==> config.mk <==
export PLATFORM = sky130hd
export DESIGN_NAME = softstart_supervisor
export DESIGN_NICKNAME = d
export VERILOG_FILES = /design/src/rtl/ss_pkg.sv /design/src/rtl/ss_sat_count.sv /design/src/rtl/ss_fault_mon.sv /design/src/rtl/ss_seq.sv /design/src/rtl/softstart_supervisor.sv
export SDC_FILE = /design/constraint.sdc
export NUM_CORES = 1
export LEC_CHECK = 0
export CORE_MARGIN = 1
export CORE_UTILIZATION = 40
export DETAILED_ROUTE_END_ITERATION = 6
export REMOVE_ABC_BUFFERS = 1
export SLEW_MARGIN = 20
export SYNTH_ARGS = -nofsm -noshare
export SYNTH_HDL_FRONTEND = slang
export SYNTH_SLANG_ARGS = --single-unit
==> constraint.sdc <==
create_clock -name clk -period 3.9 [get_ports clk]
set_input_delay 0.78 -clock clk [delete_from_list [all_inputs] [get_ports clk]]
set_output_delay 0.78 -clock clk [all_outputs]
set_load 0.01 [all_outputs]
==> src/rtl/ss_pkg.sv <==
package ss_pkg;

    typedef enum logic [2:0] {
        SEQ_OFF,
        SEQ_PORWAIT,
        SEQ_FAST,
        SEQ_CHARGE,
        SEQ_HOLD,
        SEQ_RAMP,
        SEQ_RUN,
        SEQ_SHDN
    } seq_state_e;

endpackage

==> src/rtl/ss_sat_count.sv <==
module ss_sat_count #(
    parameter int unsigned LIMIT = 16
) (
    input  logic clk,
    input  logic rst_n,
    input  logic clr,
    output logic done
);
    localparam int unsigned CW = $clog2(LIMIT + 1);

    logic [CW-1:0] cnt_q;

    always_ff @(posedge clk or negedge rst_n) begin
        if (!rst_n) begin
            cnt_q <= '0;
        end else if (clr) begin
            cnt_q <= '0;
        end else if (cnt_q != CW'(LIMIT)) begin
            cnt_q <= cnt_q + 1'b1;
        end
    end

    assign done = (cnt_q == CW'(LIMIT));


    done_hold_chk: assert property (@(posedge clk) disable iff (!rst_n)
        done && !clr |=> done);

endmodule

==> src/rtl/ss_fault_mon.sv <==
module ss_fault_mon #(
    parameter int unsigned N_OUT  = 3,
    parameter int unsigned UV_DLY = 50
) (
    input  logic             clk,
    input  logic             rst_n,
    input  logic             por_ok,
    input  logic             uv_en,
    input  logic [N_OUT-1:0] uv_flags,
    input  logic [N_OUT-1:0] out_en,
    input  logic             ot_lo,
    input  logic             ot_hi,
    input  logic             shdn_req,
    output logic             therm_lat,
    output logic             fault
);
    logic uv_seen;
    logic uv_fault;
    logic therm_q;

    assign uv_seen = uv_en && |(uv_flags & out_en);

    ss_sat_count #(.LIMIT(UV_DLY)) u_uv_dly (
        .clk   (clk),
        .rst_n (rst_n),
        .clr   (!uv_seen),
        .done  (uv_fault)
    );

    always_ff @(posedge clk or negedge rst_n) begin
        if (!rst_n) begin
            therm_q <= 1'b0;
        end else if (!por_ok) begin
            therm_q <= 1'b0;
        end else if (ot_hi) begin
            therm_q <= 1'b1;
        end
    end

    always_comb begin
        therm_lat = therm_q;
        fault     = !shdn_req && (uv_fault || ot_lo || therm_q);
    end


    therm_hold_chk: assert property (@(posedge clk) disable iff (!rst_n)
        therm_q && por_ok |=> therm_q);


    uv_gate_chk: assert property (@(posedge clk) disable iff (!rst_n)
        !uv_en |=> !uv_fault);

endmodule

==> src/rtl/ss_seq.sv <==
module ss_seq
    import ss_pkg::*;
#(
    parameter int unsigned RAMP_W     = 8,
    parameter int unsigned STEP_DIV   = 4,
    parameter int unsigned CODE_FAST  = 80,
    parameter int unsigned CODE_CLAMP = 100,
    parameter int unsigned CODE_TOP   = 224,
    parameter int unsigned POR_DLY    = 330,
    parameter int unsigned SEL_DLY    = 300
) (
    input  logic              clk,
    input  logic              rst_n,
    input  logic              por_ok,
    input  logic              kill,
    input  logic              msel_in,
    output logic [RAMP_W-1:0] ramp,
    output logic              uv_en,
    output logic              vsel,
    output logic              pwr_kill
);
    localparam int unsigned SW = $clog2(STEP_DIV + 1);
    localparam logic [RAMP_W-1:0] R_FAST  = RAMP_W'(CODE_FAST);
    localparam logic [RAMP_W-1:0] R_CLAMP = RAMP_W'(CODE_CLAMP);
    localparam logic [RAMP_W-1:0] R_TOP   = RAMP_W'(CODE_TOP);

    seq_state_e        state_q, state_d;
    logic [RAMP_W-1:0] ramp_q, ramp_d;
    logic [SW-1:0]     step_q;
    logic              tick;
    logic              por_done;
    logic              sel_done;
    logic              sel_taken_q;
    logic              vsel_q;
    logic              ramping;

    ss_sat_count #(.LIMIT(POR_DLY)) u_por_dly (
        .clk   (clk),
        .rst_n (rst_n),
        .clr   (!por_ok),
        .done  (por_done)
    );

    ss_sat_count #(.LIMIT(SEL_DLY)) u_sel_dly (
        .clk   (clk),
        .rst_n (rst_n),
        .clr   (!por_done),
        .done  (sel_done)
    );

    assign ramping = (state_q == SEQ_CHARGE) || (state_q == SEQ_RAMP);
    assign tick    = ramping && (step_q == SW'(STEP_DIV - 1));

    always_ff @(posedge clk or negedge rst_n) begin
        if (!rst_n) begin
            step_q <= '0;
        end else if (!ramping || tick) begin
            step_q <= '0;
        end else begin
            step_q <= step_q + 1'b1;
        end
    end

    always_comb begin
        state_d = state_q;
        if (!por_ok) begin
            state_d = SEQ_OFF;
        end else if (kill && (state_q inside {SEQ_FAST, SEQ_CHARGE, SEQ_HOLD,
                                              SEQ_RAMP, SEQ_RUN})) begin
            state_d = SEQ_SHDN;
        end else begin
            unique case (state_q)
                SEQ_OFF:     state_d = SEQ_PORWAIT;
                SEQ_PORWAIT: if (por_done) state_d = SEQ_FAST;
                SEQ_FAST:    state_d = SEQ_CHARGE;
                SEQ_CHARGE:  if (ramp_q == R_CLAMP) state_d = SEQ_HOLD;
                SEQ_HOLD:    if (sel_done) state_d = SEQ_RAMP;
                SEQ_RAMP:    if (ramp_q == R_TOP) state_d = SEQ_RUN;
                SEQ_RUN:     state_d = SEQ_RUN;
                SEQ_SHDN:    if (!kill) state_d = SEQ_FAST;
                default:     state_d = SEQ_OFF;
            endcase
        end
    end

    always_comb begin
        if (state_d inside {SEQ_OFF, SEQ_PORWAIT, SEQ_SHDN}) begin
            ramp_d = '0;
        end else if (state_d == SEQ_RUN) begin
            ramp_d = R_CLAMP;
        end else begin
            unique case (state_q)
                SEQ_FAST:   ramp_d = R_FAST;
                SEQ_CHARGE: ramp_d = (tick && ramp_q != R_CLAMP) ? ramp_q + 1'b1 : ramp_q;
                SEQ_RAMP:   ramp_d = (tick && ramp_q != R_TOP) ? ramp_q + 1'b1 : ramp_q;
                default:    ramp_d = ramp_q;
            endcase
        end
    end

    always_ff @(posedge clk or negedge rst_n) begin
        if (!rst_n) begin
            state_q <= SEQ_OFF;
            ramp_q  <= '0;
        end else begin
            state_q <= state_d;
            ramp_q  <= ramp_d;
        end
    end

    always_ff @(posedge clk or negedge rst_n) begin
        if (!rst_n) begin
            sel_taken_q <= 1'b0;
            vsel_q      <= 1'b0;
        end else if (!por_ok) begin
            sel_taken_q <= 1'b0;
        end else if (sel_done && !sel_taken_q) begin
            sel_taken_q <= 1'b1;
            vsel_q      <= msel_in;
        end
    end

    always_comb begin
        ramp     = ramp_q;
        vsel     = vsel_q;
        uv_en    = (state_q == SEQ_RUN);
        pwr_kill = (state_q == SEQ_OFF) || (state_q == SEQ_PORWAIT) ||
                   (state_q == SEQ_SHDN);
    end


    uv_rise_chk: assert property (@(posedge clk) disable iff (!rst_n)
        $rose(uv_en) |-> $past(ramp_q) == R_TOP);


    ramp_cap_chk: assert property (@(posedge clk) disable iff (!rst_n)
        ramp_q <= R_TOP);


    sel_hold_chk: assert property (@(posedge clk) disable iff (!rst_n)
        sel_taken_q && por_ok |=> $stable(vsel_q));


    off_chk: assert property (@(posedge clk) disable iff (!rst_n)
        !por_ok |=> state_q == SEQ_OFF && ramp_q == '0);

endmodule

==> src/rtl/softstart_supervisor.sv <==
module softstart_supervisor #(
    parameter int unsigned N_OUT      = 3,
    parameter int unsigned RAMP_W     = 8,
    parameter int unsigned STEP_DIV   = 4,
    parameter int unsigned CODE_FAST  = 80,
    parameter int unsigned CODE_CLAMP = 100,
    parameter int unsigned CODE_TOP   = 224,
    parameter int unsigned POR_DLY    = 330,
    parameter int unsigned SEL_DLY    = 300,
    parameter int unsigned UV_DLY     = 50
) (
    input  logic              clk,
    input  logic              rst_n,
    input  logic              por_ok,
    input  logic              msel_in,
    input  logic [N_OUT-1:0]  uv_flags,
    input  logic [N_OUT-1:0]  out_en,
    input  logic              ot_lo,
    input  logic              ot_hi,
    input  logic              shdn_req,
    output logic [RAMP_W-1:0] ramp,
    output logic              uv_en,
    output logic              vsel,
    output logic              fault,
    output logic              pwr_kill
);
    logic therm_lat;
    logic kill;

    assign kill = shdn_req || therm_lat;

    ss_seq #(
        .RAMP_W     (RAMP_W),
        .STEP_DIV   (STEP_DIV),
        .CODE_FAST  (CODE_FAST),
        .CODE_CLAMP (CODE_CLAMP),
        .CODE_TOP   (CODE_TOP),
        .POR_DLY    (POR_DLY),
        .SEL_DLY    (SEL_DLY)
    ) u_seq (
        .clk      (clk),
        .rst_n    (rst_n),
        .por_ok   (por_ok),
        .kill     (kill),
        .msel_in  (msel_in),
        .ramp     (ramp),
        .uv_en    (uv_en),
        .vsel     (vsel),
        .pwr_kill (pwr_kill)
    );

    ss_fault_mon #(
        .N_OUT  (N_OUT),
        .UV_DLY (UV_DLY)
    ) u_fault (
        .clk       (clk),
        .rst_n     (rst_n),
        .por_ok    (por_ok),
        .uv_en     (uv_en),
        .uv_flags  (uv_flags),
        .out_en    (out_en),
        .ot_lo     (ot_lo),
        .ot_hi     (ot_hi),
        .shdn_req  (shdn_req),
        .therm_lat (therm_lat),
        .fault     (fault)
    );


    shdn_kill_chk: assert property (@(posedge clk) disable iff (!rst_n)
        shdn_req && !pwr_kill |=> pwr_kill);


    kill_quiet_chk: assert property (@(posedge clk) disable iff (!rst_n)
        pwr_kill |-> ramp == '0 && !uv_en);

endmodule

==> out/qor.txt, run 1 <==
status: finished, final reports clean
Max Used Layer: met4
Inserted Clock Buffers: 5
Yosys top cell area share: 43.1%
Gate Count Post-Synth: 251
Tot GR Track Use: 17.4%
Setup violations, final: 0
Slew Limit Headroom: 39.1%
Root Buffer: clkbuf_8
Post-Syn Area: 0.00238 mm²
FMAX: 364 MHz
critical path required time: 3.12 ns
Post-Layout Cell Count: 346
synth-to-layout area growth: 17.0%
Worst Path Arrival: 1.96 ns
pin count of the biggest net entering global routing: 42
CP peak stage delay: 0.67 ns
crit path buf inv count: 2
TritonRoute pass-1 iters: 4
Met1 Wirelength: 2500 µm
number of remaining DRC errors: 0
Post-DP HPWL: 3340 µm
Critical Path Sink Type: primary output
maximum clock insertion buffer count: 2
first-pass GRT wire length: 8540 µm
Final Cycle Share: 70.4%
Hold Slack: 0.450 ns
Setup Skew: 0.00651 ns
top_reg_cell synth: dfrtp_1
PortBufs: 24
max-slew violations: 0
Clk Latency, worst-skew pair: 0.29 ns
clk slew on worst S/H paths: 0.08 ns
Die H: 79.2 µm
number of global-route vias before repair: 1820
cell area after layout: 0.00279 mm²
via count: 1834
PD cells: 300 mW/mm²
synth cell count leaders: dfrtp_1 (41), nor2_1 (33), ha_1 (16)
RSZ-0062 raised after global routing: false
GRT Residual Overflow: 0
final design utilization: 49.7%
Critical Path Fanout Max: 16
Final Hold Viols: 0
dpl cells: 338
Initial Util: 42.5%
post-CTS sizing: 0
Final nets: 302
RD Place Congestion: 0.803
initial antenna violation count: 0
core area: 0.00561 mm²
Sink Count: 41
cell-by-cell trace of the critical path: inv_1 -> ha_1 -> a31o_2 -> clkdlybuf4s50_1
DIE AREA: 0.00627 mm²
ratio of cells with drive above 1 in the final layout: 6.20%
DR WL/cell: 14.3 µm
Rows: 27
Post-synth EDFFs: 0
Startpoint Class: flip-flop
kind of critical path: flip-flop to primary output
Die X: 79.2 µm
worst vdd ir: 125 µV
Seq/Total Area, Yosys: 43.1%
post-route ant nets: 0
Mean Syn Cell Area: 9.49 µm²
biggest area consumer among synthesized cells: dfrtp_1
worst hold path type: flip-flop to flip-flop
met2 WL post-DR: 2260 µm
Async SR Flop Fraction: 100%
placed cell area: 0.00267 mm²
Fin Setup TNS: 0 ns
diodes inserted: 0
slowest stage cell on the critical path: dfrtp_1
Cell variety after synth: 50
#FFs+latches synth: 41
Met3 Wirelength: 130 µm
CTS tree: yes
P_leak: 0.00114 µW
H-tree levels: 2
number of post-CTS setup repair buffers: 0
Synth Warn #: 0
hold buffers post-CTS: 0
DRT Wirelength: 4930 µm
Area contributors post-synth: dfrtp_1 (43%), ha_1 (8.4%), nor2_1 (5.2%)
most common cell in the netlist: dfrtp_1
Slew @ Worst Pin: 0.913 ns
Crit path max-delay family: flip-flops
post-DR vias/cell: 5.30
Starting DRT DRC Count: 65
maxcap violations: 0
io pins: 25
final worst path period need: 2.74 ns
-- worst paths after layout --
check                                    startpoint                        end  slack [ns]  cells after the start
setup / recovery                   u_seq.state_q[2]                   pwr_kill        1.16                      4
hold / removal                      u_seq.step_q[0]            u_seq.step_q[0]        0.45                      1
setup reg to reg           u_seq.u_por_dly.cnt_q[2]              u_seq.ramp[4]        1.37                      6
hold reg to reg                     u_seq.step_q[0]            u_seq.step_q[0]        0.45                      1
max in group asynchronous                     rst_n          u_seq.sel_taken_q        2.71                      1
min in group asynchronous                     rst_n  u_fault.u_uv_dly.cnt_q[1]        0.61                      1
-- metrics by stage --
step | setup WS (ns) | power (µW)
finish | 1.16 | 835
global route | 1.01 | 870
CTS | 1.14 | 845
detailed placement | 1.16 | 488
global placement | 1.17 | 487
floorplan | 1.71 | 459
-- placed cells by master (no fill, tap or decap), drive strengths merged, types with 2 or more instances in the layout --
cell           instances
a21boi                 2
and2                   3
nor2                  33
nor2b                  3
a22oi                  2
a21oi                 11
xnor2                  5
clkbuf                 7
nor3b                  2
and3                   5
o22ai                  4
dfrtp                 41
nand2                 12
nand4                  7
nor4b                  2
or3                    6
mux2                   3
xor2                  13
inv                   12
o21ai                 14
nand4bb                2
ha                    16
nand2b                 2
clkdlybuf4s50         23
a211oi                 3
nor3                   9
nand3                 11
nand4b                 2
and4                   2
-- worst reg2reg max path, delay by kind of cell, from the launching register on --
kind	cells	cell delay, ns
and+or+nand+nor	4	1.40
DFF	1	0.44
AOI/OAI and AO/OA	1	0.35
xor gates and xnor gates	1	0.22
-- state kept, by name, indices dropped and copies added, names as in the netlist, 3 cells and up --
register and flops:
u_seq.ramp 8, u_fault.u_uv_dly.cnt_q 6, u_seq.state_q 3, u_seq.step_q 3
u_seq.u_por_dly.cnt_q 9, u_seq.u_sel_dly.cnt_q 9
-- cell families after synthesis --
group,share of synthesized area [%]
simple gates,24.3
xor+xnor,6.93
mux,1.84
buf+inv,3.41
compound gates,12.1
fa+ha+maj,8.40
flops,43.1
-- per-layer routing --
layer / track usage (%) / vias to the layer above
met5: 0 / -
met4: 4.36 / 0
met3: 3.79 / 5
met2: 28.7 / 20
met1: 23.1 / 878
li1: - / 931
-- area by class of cell --
type                       instances  area, µm²
fill                             554       2820
multi-input combinational        189       1270
sequential                        41       1030
timing repair buffer              24        235
tap                               72       90.1
clock buffer                       7       86.3
inverter                          12       45.0
clock inverter                     1       30.0
-- power by group --
part / internal (µW) / switching, µW
sequential: 429 / 7.17
clock: 209 / 147
combinational: 20.4 / 22.0
total: 658 / 177
(Power assumes the default switching activity.)
==> run 2: changes to the inputs <==
clock period = 2.5 ns   (was 3.9 ns; I/O delays follow)
==> out/qor.txt, run 2 (synthesis results as in run 1) <==
status: finished, final reports clean (unchanged)
H-tree levels: 2 (unchanged)
post-DR vias/cell: 5.33 (was 5.30)
Final Cycle Share: 92.2%
worst hold path type: input port to asynchronous set/reset pin (was flip-flop to flip-flop)
P_leak: 0.00121 µW (was 0.00114 µW)
Slew @ Worst Pin: 0.405 ns (was 0.913 ns)
met2 Track Usage GR: 27.3% (was 28.7%)
Worst Path Arrival: 1.81 ns (was 1.96 ns)
maxcap violations: 0 (unchanged)
RD Place Congestion: 0.794 (was 0.803)
Critical Path Sink Type: primary output (unchanged)
Final Hold Viols: 0 (unchanged)
synth-to-layout area growth: 21.3% (was 17.0%)
Sink Count: 41 (unchanged)
kind of critical path: flip-flop to primary output (unchanged)
DIE AREA: 0.00627 mm² (unchanged)
GRT Residual Overflow: 0 (unchanged)
commonest non-fill, non-tap cell in the layout: dfrtp_1 (unchanged)
Inserted Clock Buffers: 5 (unchanged)
Final nets: 312 (was 302)
first-pass GRT wire length: 8790 µm (was 8540 µm)
via count: 1899 (was 1834)
hold buffers post-CTS: 0 (unchanged)
CTS tree: yes (unchanged)
Critical Path Fanout Max: 11 (was 16)
FF+latch area: 0.00103 mm² (about the same)
reg2reg setup slack: 0.28 ns (was 1.37 ns)
post-route worst setup slack: 0.195 ns (was 1.16 ns)
PD cells: 486 mW/mm² (was 300 mW/mm²)
Worst Reg2Reg Path Length in Cells: 8 (was 6)
io pins: 25 (unchanged)
dpl cells: 346 (was 338)
Slew Limit Headroom: 72.8% (was 39.1%)
post-route ant nets: 0 (unchanged)
Post-DP HPWL: 3550 µm (was 3340 µm)
Clk Latency, worst-skew pair: 0.30 ns (was 0.29 ns)
GRT busiest layer: met2 (unchanged)
dpl ws: 0.161 ns (was 1.16 ns)
area of the multi-input gates: 0.00128 mm² (was 0.00127 mm²)
Setup Skew: 0.0125 ns (was 0.00651 ns)
met1 Track Usage GR: 25.6% (was 23.1%)
reg2reg end: u_seq.ramp[2] (was u_seq.ramp[4])
Post-Layout Cell Count: 356 (was 346)
met3 Usage GRT: 3.10% (was 3.79%)
final worst path period need: 2.31 ns
worst vdd ir: 257 µV (was 125 µV)
FMAX: 434 MHz
TritonRoute pass-1 iters: 4 (unchanged)
Root Buffer: clkbuf_8 (unchanged)
number of remaining DRC errors: 0 (unchanged)
maximum clock insertion buffer count: 2 (unchanged)
Startpoint Class: flip-flop (unchanged)
Setup violations, final: 0 (unchanged)
RSZ-0062 raised after global routing: false (unchanged)
Rows: 27 (unchanged)
Tot GR Track Use: 18.1% (was 17.4%)
ratio of cells with drive above 1 in the final layout: 10.6% (was 6.20%)
most frequent cells in the layout: dfrtp_1 (39), nor2_1 (33), clkdlybuf4s50_1 (22), ha_1 (16), xor2_1 (13) (was dfrtp_1 (41), nor2_1 (33), clkdlybuf4s50_1 (23), ha_1 (16), xor2_1 (13))
Fin Setup TNS: 0 ns (unchanged)
DR WL/cell: 13.9 µm (was 14.3 µm)
DRT Wirelength: 4940 µm (was 4930 µm)
number of global-route vias before repair: 1829 (was 1820)
Starting DRT DRC Count: 100 (was 65)
clk slew on worst S/H paths: 0.09 ns (was 0.08 ns)
PortBufs: 24 (unchanged)
max-slew violations: 0 (unchanged)
initial antenna violation count: 0 (unchanged)
critical path required time: 2.00 ns (was 3.12 ns)
diodes inserted: 0 (unchanged)
Reg-to-Reg Start: u_seq.ramp[0] (was u_seq.u_por_dly.cnt_q[2])
Die X: 79.2 µm (unchanged)
core area: 0.00561 mm² (unchanged)
fill cell count: 549 (was 554)
Initial Util: 42.5% (unchanged)
pin count of the biggest net entering global routing: 31 (was 42)
Die H: 79.2 µm (unchanged)
-- run 2: area by class of cell --
type                    instances  share of cell area, %
well taps                      72                   3.12
clock buffers                   5                   2.38
clock inverters                 3                   2.38
repair buffers                 34                   10.8
flip-flops and latches         41                   35.6
multi-input cells             189                   44.2
inverters                      12                   1.56
-- run 2: through the flow --
| step | hold slack (ns) | power, µW | area, µm² | util [%] |
|---|---|---|---|---|
| finish | 0.0672 | 1400 | 2890 | 51.5 |
| global route | 0.0766 | 1470 | 2890 | 51.5 |
| CTS | 0.0714 | 1430 | 2870 | 51.2 |
| detailed placement | 0.408 | 767 | 2730 | 48.7 |
| global placement | 0.407 | 765 | 2730 | 48.7 |
| floorplan | 0.204 | 715 | 2350 | - |
-- run 2: metal layers --
metal | vias up | share of wire [%]
li1 | 953 | -
met2 | 33 | 45
met5 | - | 0
met4 | 0 | 1.5
met3 | 7 | 3.1
met1 | 906 | 50
-- run 2: repair_timing --
| item | in CTS | in global routing |
|---|---|---|
| setup endpoints to repair | 0 | 2 |
| gates resized for setup | 0 | 4 |
| buffers inserted | 0 | 2 |
-- run 2: worst max path at each step --
| stage | from | endpoint | slack (ns) | cells past startpoint |
|---|---|---|---|---|
| global route | u_seq.ramp[0] | u_seq.ramp[4] | 0.04 | 8 |
| detailed placement | u_seq.state_q[1] | u_seq.ramp[4] | 0.16 | 8 |
| finish | u_seq.state_q[1] | pwr_kill | 0.19 | 4 |
| floorplan | u_seq.u_por_dly.cnt_q[2] | u_seq.ramp[4] | 0.31 | 6 |
| CTS | u_fault.u_uv_dly.cnt_q[0] | fault | 0.06 | 5 |
| global placement | shdn_req | u_seq.ramp[4] | 0.29 | 7 |
-- run 2: report_power, final --
group,internal [µW],switching [µW],total [µW]
logic,35.0,37.4,72.4
registers,670,8.55,678
clock network,402,251,653
-- run 2: worst max-delay path, stage by stage, from the launching register on --
cell	delay (ns)
dfrtp_2	0.48
inv_1	0.14
ha_1	0.22
a31o_2	0.21
clkdlybuf4s50_1	0.47
==> run 3: changes to the inputs <==
GPL_ROUTABILITY_DRIVEN = 0   (was default)
==> results of run 3 <==
Final layout, timing and power as in run 2 (identical DEF).
